`src/rtl/pcst_pkg.sv`:
```
package pcst_pkg;
   localparam int unsigned ST_W = 4;
   typedef logic [ST_W-1:0] cstate_t;

   localparam cstate_t ST_ACTIVE    = 4'd0;
   localparam cstate_t ST_FLUSH_MIN = 4'd7;
   localparam cstate_t ST_RAIL_OFF  = 4'd8;
   localparam cstate_t ST_VCC_OFF   = 4'd9;
   localparam cstate_t ST_VR_DEEP   = 4'd10;

   typedef enum logic [1:0] {
      VCC_OFF     = 2'd0,
      VCC_RETAIN  = 2'd1,
      VCC_NOMINAL = 2'd2
   } vcc_code_e;

   typedef enum logic [1:0] {
      SZ_HOLD   = 2'd0,
      SZ_SHRINK = 2'd1,
      SZ_GROW   = 2'd2
   } size_mode_e;

   function automatic size_mode_e mode_of(cstate_t s);
      if (s == ST_ACTIVE)         return SZ_GROW;
      else if (s >= ST_FLUSH_MIN) return SZ_SHRINK;
      else                        return SZ_HOLD;
   endfunction
endpackage

```
`src/rtl/pcst_resolver.sv`:
```
module pcst_resolver
   import pcst_pkg::*;
#(
   parameter int unsigned NUM_CORES = 4
) (
   input  logic                      clk,
   input  logic                      rst_n,
   input  logic [ST_W*NUM_CORES-1:0] req_i,
   input  logic [NUM_CORES-1:0]      hint_i,
   input  cstate_t                   cap_i,
   output cstate_t                   state_d_o,
   output cstate_t                   state_q_o,
   output logic                      bulk_q_o
);
   cstate_t req_min;
   cstate_t state_q;
   logic    bulk_q;

   generate
      if (NUM_CORES == 1) begin : g_single
         assign req_min = req_i[ST_W-1:0];
      end else begin : g_multi
         always_comb begin
            req_min = req_i[ST_W-1:0];
            for (int k = 1; k < NUM_CORES; k++) begin
               if (req_i[k*ST_W +: ST_W] < req_min) req_min = req_i[k*ST_W +: ST_W];
            end
         end
      end
   endgenerate

   assign state_d_o = (cap_i < req_min) ? cap_i : req_min;

   always_ff @(posedge clk or negedge rst_n) begin
      if (!rst_n) begin
         state_q <= ST_ACTIVE;
         bulk_q  <= 1'b0;
      end else begin
         state_q <= state_d_o;
         bulk_q  <= &hint_i;
      end
   end

   assign state_q_o = state_q;
   assign bulk_q_o  = bulk_q;
endmodule

```
`src/rtl/pcst_power_map.sv`:
```
module pcst_power_map
   import pcst_pkg::*;
(
   input  cstate_t    state_i,
   output logic       rail_en_o,
   output logic [1:0] vcc_code_o,
   output logic       vr_lowpwr_o
);
   vcc_code_e vcc;

   always_comb begin
      if (state_i >= ST_VCC_OFF)        vcc = VCC_OFF;
      else if (state_i >= ST_RAIL_OFF)  vcc = VCC_RETAIN;
      else                              vcc = VCC_NOMINAL;
   end

   assign rail_en_o   = (state_i < ST_RAIL_OFF);
   assign vcc_code_o  = vcc;
   assign vr_lowpwr_o = (state_i >= ST_VR_DEEP);
endmodule

```
`src/rtl/pcst_llc_sizer.sv`:
```
module pcst_llc_sizer
   import pcst_pkg::*;
#(
   parameter int unsigned LLC_WAYS      = 16,
   parameter int unsigned FLUSH_STEP    = 4,
   parameter int unsigned STEP_INTERVAL = 8
) (
   input  logic                clk,
   input  logic                rst_n,
   input  cstate_t             state_q_i,
   input  cstate_t             state_d_i,
   input  logic                bulk_q_i,
   output logic [LLC_WAYS-1:0] way_en_o
);
   localparam int unsigned CNT_W  = $clog2(LLC_WAYS + 1);
   localparam int unsigned TICK_W = (STEP_INTERVAL > 1) ? $clog2(STEP_INTERVAL) : 1;
   localparam logic [CNT_W-1:0] CNT_FULL = CNT_W'(LLC_WAYS);
   localparam logic [CNT_W-1:0] CNT_STEP = CNT_W'(FLUSH_STEP);

   size_mode_e       mode_cur, mode_nxt;
   logic [CNT_W-1:0] cnt_q, cnt_d;
   logic             step;

   assign mode_cur = mode_of(state_q_i);
   assign mode_nxt = mode_of(state_d_i);

   generate
      if (STEP_INTERVAL == 1) begin : g_every_cycle
         assign step = (mode_cur != SZ_HOLD);
      end else begin : g_interval
         localparam logic [TICK_W-1:0] TICK_LAST = TICK_W'(STEP_INTERVAL - 1);
         logic [TICK_W-1:0] tick_q;
         assign step = (mode_cur != SZ_HOLD) && (tick_q == TICK_LAST);
         always_ff @(posedge clk or negedge rst_n) begin
            if (!rst_n)
               tick_q <= '0;
            else if ((mode_nxt != mode_cur) || (mode_nxt == SZ_HOLD) || step)
               tick_q <= '0;
            else
               tick_q <= tick_q + 1'b1;
         end
      end
   endgenerate

   always_comb begin
      cnt_d = cnt_q;
      unique case (mode_cur)
         SZ_SHRINK: begin
            if (bulk_q_i)             cnt_d = '0;
            else if (step)            cnt_d = (cnt_q > CNT_STEP) ? cnt_q - CNT_STEP : '0;
         end
         SZ_GROW: begin
            if (step)                 cnt_d = (cnt_q > CNT_FULL - CNT_STEP) ? CNT_FULL : cnt_q + CNT_STEP;
         end
         default: cnt_d = cnt_q;
      endcase
   end

   always_ff @(posedge clk or negedge rst_n) begin
      if (!rst_n) cnt_q <= CNT_FULL;
      else        cnt_q <= cnt_d;
   end

   for (genvar w = 0; w < LLC_WAYS; w++) begin : g_way
      assign way_en_o[w] = (CNT_W'(w) < cnt_q);
   end
endmodule

```
`src/rtl/pkg_cstate_ctrl.sv`:
```
module pkg_cstate_ctrl
   import pcst_pkg::*;
#(
   parameter int unsigned NUM_CORES     = 4,
   parameter int unsigned LLC_WAYS      = 16,
   parameter int unsigned FLUSH_STEP    = 4,
   parameter int unsigned STEP_INTERVAL = 8
) (
   input  logic                      clk,
   input  logic                      rst_n,
   input  logic [4*NUM_CORES-1:0]    core_req_i,
   input  logic [NUM_CORES-1:0]      flush_all_hint_i,
   input  logic [3:0]                depth_cap_i,
   output logic [3:0]                pkg_state_o,
   output logic                      rail_en_o,
   output logic [1:0]                vcc_code_o,
   output logic                      vr_lowpwr_o,
   output logic [LLC_WAYS-1:0]       llc_way_en_o
);
   generate
      if (NUM_CORES < 1) begin : g_bad_cores
         $error("NUM_CORES must be at least 1");
      end
      if (FLUSH_STEP < 1 || FLUSH_STEP > LLC_WAYS) begin : g_bad_step
         $error("FLUSH_STEP must lie in 1..LLC_WAYS");
      end
      if (STEP_INTERVAL < 1) begin : g_bad_interval
         $error("STEP_INTERVAL must be at least 1");
      end
   endgenerate

   cstate_t st_d, st_q;
   logic    bulk_q;

   pcst_resolver #(.NUM_CORES(NUM_CORES)) u_resolver (
      .clk       (clk),
      .rst_n     (rst_n),
      .req_i     (core_req_i),
      .hint_i    (flush_all_hint_i),
      .cap_i     (depth_cap_i),
      .state_d_o (st_d),
      .state_q_o (st_q),
      .bulk_q_o  (bulk_q)
   );

   pcst_power_map u_power (
      .state_i     (st_q),
      .rail_en_o   (rail_en_o),
      .vcc_code_o  (vcc_code_o),
      .vr_lowpwr_o (vr_lowpwr_o)
   );

   pcst_llc_sizer #(
      .LLC_WAYS      (LLC_WAYS),
      .FLUSH_STEP    (FLUSH_STEP),
      .STEP_INTERVAL (STEP_INTERVAL)
   ) u_sizer (
      .clk       (clk),
      .rst_n     (rst_n),
      .state_q_i (st_q),
      .state_d_i (st_d),
      .bulk_q_i  (bulk_q),
      .way_en_o  (llc_way_en_o)
   );

   assign pkg_state_o = st_q;
endmodule

```
`config.mk`:
```
export PLATFORM = sky130hd
export DESIGN_NAME = pkg_cstate_ctrl
export DESIGN_NICKNAME = d
export VERILOG_FILES = /design/src/rtl/pcst_pkg.sv /design/src/rtl/pcst_resolver.sv /design/src/rtl/pcst_power_map.sv /design/src/rtl/pcst_llc_sizer.sv /design/src/rtl/pkg_cstate_ctrl.sv
export SDC_FILE = /design/constraint.sdc
export NUM_CORES = 1
export LEC_CHECK = 0
export BUFFER_PORTS_ARGS = -buffer_cell sky130_fd_sc_hd__buf_2
export CAP_MARGIN = 10
export CORE_MARGIN = 10
export CORE_UTILIZATION = 35
export CTS_CLUSTER_DIAMETER = 120
export DETAILED_ROUTE_END_ITERATION = 8
export PLACE_DENSITY_LB_ADDON = 0.12
export SLEW_MARGIN = 5
export SYNTH_ARGS = -nofsm -noshare
export SYNTH_HDL_FRONTEND = slang
export SYNTH_SLANG_ARGS = --single-unit
```
`constraint.sdc`:
```
create_clock -name clk -period 2.6 [get_ports clk]
set_clock_uncertainty 0.2 [all_clocks]
set_input_delay 0.52 -clock clk [delete_from_list [all_inputs] [get_ports clk]]
set_output_delay 0.52 -clock clk [all_outputs]
set_load 0.1 [all_outputs]
```
==> run summary <==
Final worst slack: -2.56 ns
Slew headroom: 0.626
H-tree depth: 1
RSZ-0062 raised after global routing: true
Worst path depth: 31
Post-synth cell types: 49
Wire length on met1: 1820 um
Total grt overflow: 0
Hold Crit Start: u_sizer.g_interval.tick_q[0]$_DFF_PN0_
Vias in the first global route: 1744
Max capacitance violation total: 0
R2R Setup Slk: 0.67 ns
# clock sinks: 11
Pwr Density: 829 nW/um^2
Post-layout minimum cycle time: 5.16 ns
Initial antenna violation count: 0
Critical path startpoint: core_req_i[2]
Post-Syn Area per Cell: 8.19 um^2
Clock Latency Late Sink: 0.24 ns
Primary FF master, synth: dfrtp_1
Post-route DRC: 0
Worst R2R Path Depth: 6
Post-Syn Instances: 169
Ports: 50
Hpwl dp: 3720 um
CORE AREA: 3740 um^2
Gpl congestion: 0.789
Pwr Total: 2.03 mW
# fillers: 320
Metal2 WL: 2550 um
CP arrival: 5.07 ns
Fin util: 0.655
Initial Util: 0.370
Period utilisation layout: 1.98
WL met3: 182 um
Slew Viols, Final: 0
Hold crit path type: reg -> reg
Fmax: 194 MHz
Vias post-DR: 1624
CP Capture Type: flop
Leak: 1.24 nW
Slowest-stage cell, CP: or2b_1
Nets: 317
Post-synth top area cell: ha_1
Largest net degree at the start of global routing: 12
Wirelength, routed: 4580 um
CP most frequent cell: buf_4
Post-synthesis sequential area ratio: 0.200
Worst-Margin Slew: 0.556 ns
Cts bufs inserted: 3
Highest routed layer: met4
Reg-to-Reg Start: u_resolver.state_q_o[2]$_DFF_PN0_
R2r endpoint: u_sizer.g_interval.tick_q[1]$_DFF_PN0_
Post-synth EDFFs: 0
Endpoints failing setup: 6
Reg clk slew, reported paths: 0.05 ns
Register bit total from synthesis: 11
Clock Path Buffers: 2
Critical path class: in -> reg
Crit path required time: 2.52 ns
Critical path's top delay family: compound AO/OA/AOI/OAI gates
Gr usage total: 0.125
I/O Buffers: 49
Yosys warning total: 0
Full die area: 6870 um^2
Synth area leaders: ha_1 19%, dfrtp_1 18%, nor2_1 4.6%, o21ai_0 4.3%, inv_1 3.8%
Post-synth top area share: 0.190
Status: finished, violations left
Hold depth: 1
First drt pass iteration count: 4
First-pass GRT wire length: 7640 um
CP peak stage delay: 0.28 ns
Worst vdd ir: 0.000440 V
Nature of the critical path startpoint: primary input
Wirelength per Cell: 14.4 um
Failing checks: negative setup slack
Async set-reset flop share out of synthesis: 1.00
# rows: 22
Root Driver: clkbuf_8
CTS tree: done
Crit-path max FO: 3
DIE WIDTH: 82.9 um
P&R area growth vs syn: 77.3%
Hold Path Sink: u_sizer.g_interval.tick_q[0]$_DFF_PN0_
Buf/Inv on CP: 6
Routed Antenna Nets: 0
Hold Fails Final Rpt: 0
Ant diodes: 0
Share of cells above drive strength 1: 0.599
Vias per cell: 5.12
Die Ht: 82.9 um
DRT iter0 DRCs: 40
Synthesized Nets: 216
Post-Syn Area: 1380 um^2
-- flip-flops by register name (all words and copies together), names as in the netlist --
signal,count
u_resolver.state_q_o,4
u_sizer.cnt_q,3
u_sizer.g_interval.tick_q,3
u_resolver.bulk_q_o,1
-- how the worst max path moves through the flow --
| stage | endpoint | slack, ns |
|---|---|---|
| 6_report | u_sizer.g_interval.tick_q[1]$_DFF_PN0_ | -2.56 |
| 5_1_grt | u_sizer.g_interval.tick_q[1]$_DFF_PN0_ | -2.77 |
| 4_1_cts | u_sizer.g_interval.tick_q[0]$_DFF_PN0_ | -2.59 |
| 3_5_place_dp | u_sizer.g_interval.tick_q[0]$_DFF_PN0_ | -2.95 |
| 3_3_place_gp | u_sizer.g_interval.tick_q[2]$_DFF_PN0_ | -2.79 |
| 2_1_floorplan | u_sizer.g_interval.tick_q[1]$_DFF_PN0_ | -2.41 |
-- metal layers --
metal / vias to the layer above / track usage
li1: 817 / -
met1: 772 / 0.139
met2: 33 / 0.236
met3: 2 / 0.0244
met4: 0 / 0.0231
met5: - / 0
-- power by group --
part / total, mW / switching [mW] / internal [mW]
combinational: 1.63 / 1.19 / 0.436
clock: 0.170 / 0.0643 / 0.105
sequential: 0.237 / 0.0306 / 0.207
total: 2.03 / 1.29 / 0.748
-- worst reg2reg max path, stage by stage (launching register included) --
cell and delay (ns):
dfrtp_1 0.40, nor3_1 0.39, nand2_1 0.20, nor3_1 0.16, and3_1 0.24, a221oi_4 0.10
nor3b_2 0.16
-- stage by stage --
stage / cells / hold slack [ns] / worst slack (ns) / area, um^2 / TNS, ns
finish: 317 / 0.276 / -2.56 / 2450 / -14.04
global route: 317 / 0.292 / -2.77 / 2450 / -15.26
CTS: 316 / 0.272 / -2.59 / 2380 / -14.08
detailed placement: 299 / 0.203 / -2.95 / 2170 / -16.27
global placement: 299 / 0.195 / -2.79 / 2170 / -15.40
floorplan: 169 / 0.0244 / -2.41 / 1610 / -13.19
-- kinds of logic (layout without fill, tap and decap cells) --
family,count (synthesis),count (layout),share of synthesized area
flip-flops,11,11,0.200
AND/OR/NAND/NOR,59,59,0.233
multiplexers,3,3,0.0217
AO/OA/AOI/OAI,52,52,0.279
buffers and inverters,23,123,0.0760
adder cells (fa/ha/maj),21,21,0.190
-- cell usage after synthesis (2+ instances only) --
library cell  number
or2_2              2
dfrtp_1           10
inv_1             14
nor3_1             6
nand3_1            3
o211a_1            2
ha_1              21
a21oi_1            5
o32ai_1            2
o21ai_1            3
nand2_1           12
nor4b_2            2
o21ai_0           12
a21o_1             4
buf_4              5
nor3b_1            2
o21a_1             2
clkbuf_1           2
mux2i_1            3
nor2_1            17
a31oi_1            3
a32o_1             2
o211ai_1           2
clkinv_1           2
nor2b_1            7
-- cells in the final DEF, fill, tap and decap left out, types with 3 or more instances in the layout --
| cell | netlist | final |
|---|---|---|
| a21oi_2 | 0 | 3 |
| o21ai_2 | 0 | 5 |
| buf_4 | 5 | 53 |
| inv_1 | 14 | 10 |
| nor3_1 | 6 | 5 |
| ha_4 | 0 | 4 |
| ha_1 | 21 | 16 |
| buf_6 | 0 | 3 |
| nand2_1 | 12 | 11 |
| buf_2 | 0 | 43 |
| a21o_1 | 4 | 4 |
| nor2b_4 | 0 | 5 |
| o21ai_0 | 12 | 7 |
| clkbuf_8 | 0 | 3 |
| nor2_2 | 0 | 3 |
| dfrtp_1 | 10 | 9 |
| nor2_1 | 17 | 12 |
-- repair_timing --
action / CTS / global route
setup buffers: 12 / 2
setup endpoints to repair: 6 / 6
endpoints found under the hold margin: 10 / 0
hold buffers: 1 / 0
pin swaps: 25 / 23
resized for setup: 19 / 12
-- layout make-up --
cell class | instances | area [um^2] | share of cell area
clock buffer | 3 | 41.3 | 0.0168
clock inverter | 1 | 5.00 | 0.00204
inverter | 16 | 95.1 | 0.0388
multi-input combinational | 135 | 1260 | 0.516
sequential | 11 | 280 | 0.114
tap | 48 | 60.1 | 0.0245
timing repair buffer | 103 | 707 | 0.288
(Power assumes the default switching activity.)
